==> src/rtl/uart_tx_pkg.sv <==
package uart_tx_pkg;

    typedef enum logic [1:0] {
        ST_IDLE  = 2'd0,
        ST_ARMED = 2'd1,
        ST_SEND  = 2'd2
    } tx_state_e;

    typedef enum logic [1:0] {
        KIND_DATA  = 2'd0,
        KIND_IDLE  = 2'd1,
        KIND_BREAK = 2'd2
    } tx_kind_e;

endpackage

==> src/rtl/utx_parity.sv <==
module utx_parity #(
    parameter int W = 7
) (
    input  logic [W-1:0] bits_i,
    input  logic         odd_i,
    output logic         par_o
);
    logic [W:0] chain;

    assign chain[0] = odd_i;

    // Running XOR: the final stage balances the ones count to the chosen sense.
    for (genvar g = 0; g < W; g++) begin : g_xor
        assign chain[g+1] = chain[g] ^ bits_i[g];
    end

    assign par_o = chain[W];
endmodule

==> src/rtl/utx_framer.sv <==
module utx_framer
    import uart_tx_pkg::*;
#(
    parameter int BASE_W  = 8,
    parameter int CHR_W   = BASE_W + 1,
    parameter int FRAME_W = BASE_W + 3,
    parameter int CNT_W   = $clog2(FRAME_W + 1)
) (
    input  logic [CHR_W-1:0]   data_i,
    input  logic               wide_i,
    input  logic               par_en_i,
    input  logic               par_odd_i,
    input  tx_kind_e           kind_i,
    output logic [FRAME_W-1:0] frame_o,
    output logic [CNT_W-1:0]   len_o
);
    logic                par_narrow;
    logic                par_wide;
    logic [BASE_W-1:0]   chr_narrow;
    logic [CHR_W-1:0]    chr_wide;

    utx_parity #(.W(BASE_W - 1)) u_par_narrow (
        .bits_i (data_i[BASE_W-2:0]),
        .odd_i  (par_odd_i),
        .par_o  (par_narrow)
    );

    utx_parity #(.W(BASE_W)) u_par_wide (
        .bits_i (data_i[BASE_W-1:0]),
        .odd_i  (par_odd_i),
        .par_o  (par_wide)
    );

    always_comb begin
        chr_narrow = data_i[BASE_W-1:0];
        chr_wide   = data_i;
        if (par_en_i) begin
            chr_narrow[BASE_W-1] = par_narrow;
            chr_wide[CHR_W-1]    = par_wide;
        end
    end

    always_comb begin
        unique case (kind_i)
            KIND_IDLE:  frame_o = '1;
            KIND_BREAK: frame_o = '0;
            default: begin
                if (wide_i) frame_o = {1'b1, chr_wide, 1'b0};
                else        frame_o = {1'b1, 1'b1, chr_narrow, 1'b0};
            end
        endcase
        len_o = wide_i ? CNT_W'(FRAME_W) : CNT_W'(FRAME_W - 1);
    end
endmodule

==> src/rtl/utx_seq.sv <==
module utx_seq
    import uart_tx_pkg::*;
#(
    parameter int FRAME_W = 11,
    parameter int CNT_W   = $clog2(FRAME_W + 1)
) (
    input  logic               clk,
    input  logic               rst_n,
    input  logic               tick_i,
    input  logic               start_i,
    input  logic [FRAME_W-1:0] frame_i,
    input  logic [CNT_W-1:0]   len_i,
    input  logic               inv_i,
    output logic               busy_o,
    output logic               line_o,
    output logic               inv_o
);
    typedef struct packed {
        tx_state_e          st;
        logic [FRAME_W-1:0] sh;
        logic [CNT_W-1:0]   cnt;
        logic               line;
        logic               inv;
    } seq_s;

    seq_s seq_d, seq_q;

    always_comb begin
        seq_d = seq_q;
        unique case (seq_q.st)
            ST_IDLE: begin
                seq_d.line = 1'b1;
                if (start_i) begin
                    seq_d.st  = ST_ARMED;
                    seq_d.sh  = frame_i;
                    seq_d.cnt = len_i;
                    seq_d.inv = inv_i;
                end
            end
            ST_ARMED: begin
                if (tick_i) begin
                    seq_d.st   = ST_SEND;
                    seq_d.line = seq_q.sh[0];
                    seq_d.sh   = {1'b1, seq_q.sh[FRAME_W-1:1]};
                    seq_d.cnt  = seq_q.cnt - 1'b1;
                end
            end
            default: begin
                if (tick_i) begin
                    if (seq_q.cnt == '0) begin
                        seq_d.st   = ST_IDLE;
                        seq_d.line = 1'b1;
                    end else begin
                        seq_d.line = seq_q.sh[0];
                        seq_d.sh   = {1'b1, seq_q.sh[FRAME_W-1:1]};
                        seq_d.cnt  = seq_q.cnt - 1'b1;
                    end
                end
            end
        endcase
    end

    always_ff @(posedge clk or negedge rst_n) begin
        if (!rst_n) begin
            seq_q.st   <= ST_IDLE;
            seq_q.sh   <= '1;
            seq_q.cnt  <= '0;
            seq_q.line <= 1'b1;
            seq_q.inv  <= 1'b0;
        end else begin
            seq_q <= seq_d;
        end
    end

    assign busy_o = (seq_q.st != ST_IDLE);
    assign line_o = seq_q.line;
    assign inv_o  = seq_q.inv;


    line_only_on_tick_chk: assert property (@(posedge clk) disable iff (!rst_n)
        !tick_i |=> $stable(seq_q.line));


    busy_fall_on_tick_chk: assert property (@(posedge clk) disable iff (!rst_n)
        $fell(busy_o) |-> $past(tick_i));


    start_only_when_free_chk: assert property (@(posedge clk) disable iff (!rst_n)
        start_i |-> !busy_o);


    idle_level_mark_chk: assert property (@(posedge clk) disable iff (!rst_n)
        !busy_o |-> seq_q.line);
endmodule

==> src/rtl/uart_tx_frame.sv <==
module uart_tx_frame
    import uart_tx_pkg::*;
#(
    parameter int BASE_W = 8
) (
    input  logic              clk,
    input  logic              rst_n,
    input  logic              baud_tick,
    input  logic              ld_valid,
    input  logic [BASE_W:0]   ld_data,
    input  logic              special_req,
    input  logic              special_kind,
    input  logic              cfg_wide,
    input  logic              cfg_par_en,
    input  logic              cfg_par_odd,
    input  logic              cfg_invert,
    output logic              tx_line,
    output logic              busy
);
    localparam int CHR_W   = BASE_W + 1;
    localparam int FRAME_W = BASE_W + 3;
    localparam int CNT_W   = $clog2(FRAME_W + 1);

    logic               take_data;
    logic               take_special;
    logic               start;
    tx_kind_e           kind;
    logic [FRAME_W-1:0] frame;
    logic [CNT_W-1:0]   len;
    logic               line_bit;
    logic               inv_held;

    // A character load takes precedence over a special request in the same cycle.
    assign take_data    = ld_valid & ~busy;
    assign take_special = special_req & ~busy & ~ld_valid;
    assign start        = take_data | take_special;

    always_comb begin
        if (take_data)         kind = KIND_DATA;
        else if (special_kind) kind = KIND_BREAK;
        else                   kind = KIND_IDLE;
    end

    utx_framer #(
        .BASE_W  (BASE_W),
        .CHR_W   (CHR_W),
        .FRAME_W (FRAME_W),
        .CNT_W   (CNT_W)
    ) u_framer (
        .data_i    (ld_data),
        .wide_i    (cfg_wide),
        .par_en_i  (cfg_par_en),
        .par_odd_i (cfg_par_odd),
        .kind_i    (kind),
        .frame_o   (frame),
        .len_o     (len)
    );

    utx_seq #(
        .FRAME_W (FRAME_W),
        .CNT_W   (CNT_W)
    ) u_seq (
        .clk     (clk),
        .rst_n   (rst_n),
        .tick_i  (baud_tick),
        .start_i (start),
        .frame_i (frame),
        .len_i   (len),
        .inv_i   (cfg_invert),
        .busy_o  (busy),
        .line_o  (line_bit),
        .inv_o   (inv_held)
    );

    assign tx_line = line_bit ^ (busy ? inv_held : cfg_invert);


    busy_rise_needs_request_chk: assert property (@(posedge clk) disable iff (!rst_n)
        $rose(busy) |-> $past(ld_valid || special_req));
endmodule

==> config.mk <==
export PLATFORM = sky130hd
export DESIGN_NAME = uart_tx_frame
export DESIGN_NICKNAME = d
export VERILOG_FILES = /design/src/rtl/uart_tx_pkg.sv /design/src/rtl/utx_parity.sv /design/src/rtl/utx_framer.sv /design/src/rtl/utx_seq.sv /design/src/rtl/uart_tx_frame.sv
export SDC_FILE = /design/constraint.sdc
export NUM_CORES = 1
export LEC_CHECK = 0
export ABC_AREA = 1
export BUFFER_PORTS_ARGS = -buffer_cell sky130_fd_sc_hd__buf_2
export CORE_MARGIN = 2
export CORE_UTILIZATION = 55
export CTS_CLUSTER_DIAMETER = 120
export DETAILED_ROUTE_END_ITERATION = 12
export PLACE_DENSITY = 0.89
export SYNTH_ARGS = -nofsm -noshare
export SYNTH_HDL_FRONTEND = slang
export SYNTH_SLANG_ARGS = --single-unit
==> constraint.sdc <==
create_clock -name clk -period 1.6 [get_ports clk]
set_input_delay 0.4 -clock clk [delete_from_list [all_inputs] [get_ports clk]]
set_output_delay 0.4 -clock clk [all_outputs]
set_load 0.005 [all_outputs]
## After elaboration in Yosys (flattened, before gate mapping)

Index checks and enable logic that the tools add are counted.

| operators by class | value |
|---|---|
| bitwise operators | 15 |
| add/subtract/negate cells | 1 |
| mux-type cells | 15 |
| reduce and logical (&&, ||, !) cells | 9 |
| shift operators | 0 |
| magnitude comparators | 0 |
| $mul | 0 |
| divide/modulo/power cells | 0 |
| equality and inequality tests | 6 |

Operator list:

| kind | count |
|---|---|
| $mux W18 | 2 |
| $pmux W18 S2 | 1 |
| $pmux W11 S2 | 1 |
| $mux W17 | 1 |
| $mux W15 | 1 |
| $mux W10 | 1 |
| $xor A1 B1 Y1 | 9 |
| $reduce_and A4 Y1 | 2 |
| $mux W2 | 3 |
| $mux W1 | 5 |
| $eq A2 B1 Y1 const B | 2 |
| $logic_not A4 Y1 | 1 |
| $ne A2 B2 Y1 const B | 2 |
| $reduce_and A2 Y1 | 2 |
| $reduce_bool A2 Y1 | 2 |
| $sub A4 B1 Y4 const B | 1 |
| $and A1 B1 Y1 | 3 |
| $ne A3 B3 Y1 const B | 1 |
| $reduce_bool A3 Y1 | 1 |
| $eq A2 B2 Y1 const B | 1 |
| $logic_not A2 Y1 | 1 |
| $not A1 Y1 | 2 |
| $or A1 B1 Y1 | 1 |

| storage, ports and cells | value |
|---|---|
| latch bits | 0 |
| bits in read-only memories | 0 |
| output and inout bits | 2 |
| logic and storage cells | 51 |
| memories kept | 0 |
| bits in writable memories | 0 |
| flip-flop bits (word level) | 19 |
| input port bits | 19 |

## Logic depth before layout (Yosys ltp)

| depth | value |
|---|---|
| depth in word-level cells | 13 |
| gate-level depth with buffers | 13 |
| depth with buffers taken out | 13 |

## Hierarchy

A second synthesis with hierarchy kept.

| unflattened totals | value |
|---|---|
| cell total of the unflattened synthesis | 249 |
| area, all modules | 1689.1 um^2 |

Modules (own cells, without submodules):

| module | cells each | area each (um^2) | instances | sequential area each (um^2) |
|---|---|---|---|---|
| utx_seq | 127 | 1113.6 | 1 | 490.5 |
| utx_framer | 42 | 209.0 | 1 | 0.0 |
| utx_parity at u_framer.u_par_wide | 38 | 171.4 | 1 | 0.0 |
| utx_parity at u_framer.u_par_narrow | 28 | 131.4 | 1 | 0.0 |
| uart_tx_frame | 14 | 63.8 | 1 | 0.0 |

## Least setup slack after synthesis

No wires, ideal clock.

| timing path | value |
|---|---|
| kind | register to register |
| start | reg u_seq.seq_q[2] (netlist bit) |
| end | reg u_seq.seq_q[2] (netlist bit) |
| cell stages (with the launch flop) | 11 |
| data required time | 1.474 ns |
| period minus slack after synthesis | 1.465 ns |
| arrival | 1.339 ns |
| setup time | 0.126 ns |
| slack | 0.135 ns |
| buffers on the path | 1 |
| cells stage by stage | dfrtp_1 > inv_1 > ha_1 > inv_1 > nor3_1 > inv_1 > nor2_1 > nor2_4 > buf_4 > nand2_1 > o21ai_0 |

| on the way | value |
|---|---|
| cells in the longest elaborated chain, start to end | 4 |
| elaborated cells between the ends (all ways) | 8 |
| classes of those cells | 1 x add/sub; 1 x eq/ne; 4 x mux; 2 x reduce/logical |

RTL lines:

| element | RTL line | RTL |
|---|---|---|
| from (decl) | utx_seq.sv:26 | `seq_s seq_d, seq_q;` |
| from (signal assigned) | utx_seq.sv:71 | `seq_q <= seq_d;` |
| $sub A4 B1 Y4 | utx_seq.sv:45, utx_seq.sv:56 |  |
| $mux W15 | utx_seq.sv:50 | `if (seq_q.cnt == '0) begin` |
| $mux W18 | utx_seq.sv:49 | `if (tick_i) begin` |
| $pmux W18 S2 | utx_seq.sv:30 | `unique case (seq_q.st)` |

Several ways; a longest one is shown, not always the timed one. The select of a mux whose other input is x is not followed.
A chain may end at the register's enable or synchronous reset.

## Worst setup path in the final report

| timing path | value |
|---|---|
| start | reg u_seq.seq_q[17] (netlist bit) |
| end | out tx_line |

| on the way | value |
|---|---|
| cells in the longest elaborated chain, start to end | 3 |

RTL lines:

| element | RTL line | RTL |
|---|---|---|
| $reduce_bool A2 Y1 | utx_seq.sv:75 | `assign busy_o = (seq_q.st != ST_IDLE);` |
| $mux W1 | uart_tx_frame.sv:75 | `assign tx_line = line_bit ^ (busy ? inv_held : cfg_invert);` |
| $xor A1 B1 Y1 | uart_tx_frame.sv:75 |  |
| to (decl) | uart_tx_frame.sv:17 | `output logic tx_line,` |

No other way between the ends.

==> summary.md <==
| Metric | Value |
|---|---|
| Status | `finished, violations left` |
| Failing checks | `setup timing` |
| Layout Cells excl Fill | `237` |
| Reg power frac | `31.6%` |
| Final setup fails | `8` |
| Final hold viol count | `0` |
| Initial antenna violation count | `0` |
| Pre-Repair DR Iteration Count | `4` |
| Worst path cell trace | `nor2_4 -> nand2_1 -> o21ai_1 -> xnor2_1 -> buf_2` |
| Power Density | `1900 mW/mm^2` |
| Warnings, synthesis | `0` |
| Clock share of power | `8.2%` |
| Req. time, crit path | `1200 ps` |
| Max Slew Vio Count | `0` |
| Clock Skew | `5.87 ps` |
| Internal power | `0.00175 W` |
| Share of cells above drive strength 1 | `35.9%` |
| Area delta synth->final | `28.9%` |
| Rel. slew slack | `72.8%` |
| Worst Tran Pin Value | `408 ps` |
| Post-synthesis sequential area ratio | `39.8%` |
| Chip Width | `51.4 um` |
| Comb power frac | `60.2%` |
| DP Wirelength | `2250 um` |
| Clock Sinks | `19` |
| Nets | `230` |
| I/O pins | `21` |
| Via count | `1282` |
| Place WS | `-1.56 ps` |
| R2R depth | `11` |
| Mapped Area | `0.00123 mm^2` |
| Post-route cell area | `0.00159 mm^2` |
| Vias in the first global route | `1235` |
| Critical path's top delay family | `flip-flops` |
| Total track usage | `25.5%` |
| CP max stage delay | `430 ps` |
| Placed Cells | `223` |
| Syn_area_per_cell | `7.17 um^2` |
| Maximum fanout along the worst path | `5` |
| Critical-path top delay cell | `dfrtp_1` |
| Worst Setup Start Kind | `register` |
| Global-route wire length before repair | `5040 um` |
| Synthesized flop and latch total | `19` |
| CP arrival | `1340 ps` |
| Synth cell types | `29` |
| Cell Area, Placed | `0.00141 mm^2` |
| Period minus WS final | `1740 ps` |
| Fill count | `169` |
| H-tree depth | `1` |
| Fmax | `0.575 GHz` |
| GPL Wtd Cong | `0.826` |
| Multi-input logic area | `628 um^2` |
| Final WL | `3180 um` |
| Clk_lat worst skew | `300 ps` |
| Crit. End Element | `output port` |
| RSZ-0062 raised after global routing | `true` |
| P_sw | `0.00127 W` |
| Grt total ovfl | `0` |
| Final WS setup | `-139 ps` |
| DR iter-0 viols | `35` |
| Via density | `5.41` |
| Largest net degree at the start of global routing | `20` |
| Final Core Density | `73.3%` |
| Chip height | `51.4 um` |
| Diode count | `0` |
| LEAKAGE | `0.796 nW` |
| Worst-path clk slew | `110 ps` |
| Buf+Inv Stages, Crit Path | `1` |
| Register Area | `490 um^2` |
| WP depth | `5` |
| Peak VDD IR | `1.07 mV` |
| Inserted Clock Buffers | `3` |
| Per-cell routed wire length | `13.4 um` |
| Clk buf depth | `2` |
| Post-Syn Nets | `192` |
| Final antenna-violating net count | `0` |
| Die Area | `0.00264 mm^2` |
| Port Buf Inserts | `20` |
| Placement row count | `17` |
| Switch share | `42.0%` |
| Initial Utilization | `56.9%` |
| TritonCTS clock tree | `yes` |
| HP Class | `in2async` |
| Synth Instances | `172` |
| Period utilization | `109%` |
| Setup CP Type | `reg2out` |
| Root buffer cell | `clkbuf_4` |
| Maxcap violations | `0` |
| DRC errors left | `0` |
| Core footprint | `0.00217 mm^2` |
| TNS Setup | `-385 ps` |
-- registers in the layout, summed over array words and instances, names as in the netlist --
name	flops
u_seq.seq_q	17
u_seq.inv_o	1
u_seq.line_o	1
-- placed cells by master (no fill, tap or decap), drive strengths merged --
master	netlist	layout
dfrtp	7	7
xor2	2	2
buf	2	36
inv	35	35
nand3	3	3
a211oi	1	1
nor2	17	17
clkbuf	2	5
o21ai	31	31
dfstp	12	12
a31oi	4	4
xnor2	3	3
a21oi	7	7
nor3	3	3
or2	1	1
nand2	38	38
o211ai	1	1
ha	1	1
a22oi	1	1
nand3b	1	1
-- routing by layer --
metal | routed length [um] | up-vias | part of all wire [%] | global-route usage (%)
met5 | 0 | - | 0 | 0
li1 | - | 612 | - | -
met4 | 101 | 0 | 3.2 | 12.3
met2 | 1690 | 51 | 53 | 50.0
met3 | 149 | 12 | 4.7 | 2.92
met1 | 1240 | 607 | 39 | 26.2
-- worst reg2reg max path: stages (launching register included) --
cell and delay, ps:
dfrtp_1 420, inv_2 80, ha_1 140, inv_1 60
nor3_2 150, inv_2 90, nor2_4 120, nor2_4 50
buf_12 140, buf_4 140, o211ai_1 90, o21ai_1 100
-- final cells by class --
cell class | count | share of cell area [%]
clock buffers | 4 | 1.65
well taps | 28 | 2.20
inverters | 35 | 8.58
multi-input cells | 114 | 39.5
flip-flops and latches | 19 | 30.8
repair buffers | 37 | 17.2
-- repair_timing --
| item | 4_1_cts | 5_1_grt |
|---|---|---|
| resized for setup | 2 | 23 |
| endpoints found under the setup margin | 5 | 16 |
| endpoints found under the hold margin | 0 | 0 |
| buffers inserted | 5 | 4 |
| pin swaps | 3 | 4 |
| hold buffers | 0 | 0 |
| cloned | 0 | 1 |
-- Yosys cell counts --
cell,instances,area [um^2]
or2_2,1,6.26
nor2_2,1,6.26
dfrtp_1,7,175
ha_1,1,12.5
nand3b_1,1,7.51
nor2_4,3,33.8
buf_4,1,7.51
a21oi_2,1,8.76
clkbuf_1,2,7.51
o21ai_1,2,10.0
inv_1,33,124
xnor2_1,3,26.3
a21oi_1,6,30.0
xor2_1,2,17.5
o21ai_2,1,8.76
a31oi_2,1,12.5
a22oi_1,1,7.51
a211oi_1,1,7.51
nand3_1,3,15.0
buf_6,1,11.3
nor2_1,13,48.8
dfstp_2,12,315
inv_4,1,6.26
nor3_1,3,15.0
nand2_1,38,143
o21ai_0,28,140
inv_2,1,3.75
a31oi_1,3,18.8
o211ai_1,1,7.51
-- path summary, 6_finish.rpt --
check                           startpoint               to  slack [ps]
max reg2reg                 u_seq.seq_q[2]   u_seq.seq_q[6]         -40
min reg2reg                 u_seq.seq_q[8]   u_seq.seq_q[8]         480
min in group clk              special_kind  u_seq.seq_q[16]         300
min                                  rst_n   u_seq.seq_q[4]           9
max in group asynchronous            rst_n   u_seq.seq_q[8]        1260
max                        u_seq.seq_q[17]          tx_line        -140
-- cell families (layout without fill, tap and decap cells) --
family | Yosys count | count (layout) | share of synthesized area (%)
xor gates and xnor gates | 5 | 5 | 3.55
and+or+nand+nor | 63 | 63 | 22.3
buffers and inverters | 39 | 76 | 13.0
adders and majority gates | 1 | 1 | 1.01
DFF | 19 | 19 | 39.8
AOI/OAI and AO/OA | 45 | 45 | 20.4
-- power by group through the flow --
stage / combinational (W) / sequential [W] / clock, W
floorplan: 0.000901 / 0.000905 / 0
global placement: 0.00122 / 0.000932 / 0
CTS: 0.00141 / 0.000936 / 0.000251
detailed placement: 0.00129 / 0.000951 / 0
finish: 0.00182 / 0.000956 / 0.000247
global route: 0.00197 / 0.000973 / 0.000265
-- stage by stage --
step	power (W)	hold slack (ps)
CTS	0.00259	21.2
detailed placement	0.00225	355
global placement	0.00215	348
finish	0.00302	8.79
global route	0.00320	39.8
floorplan	0.00181	104
Note: power is estimated with default switching activity, not from simulation.
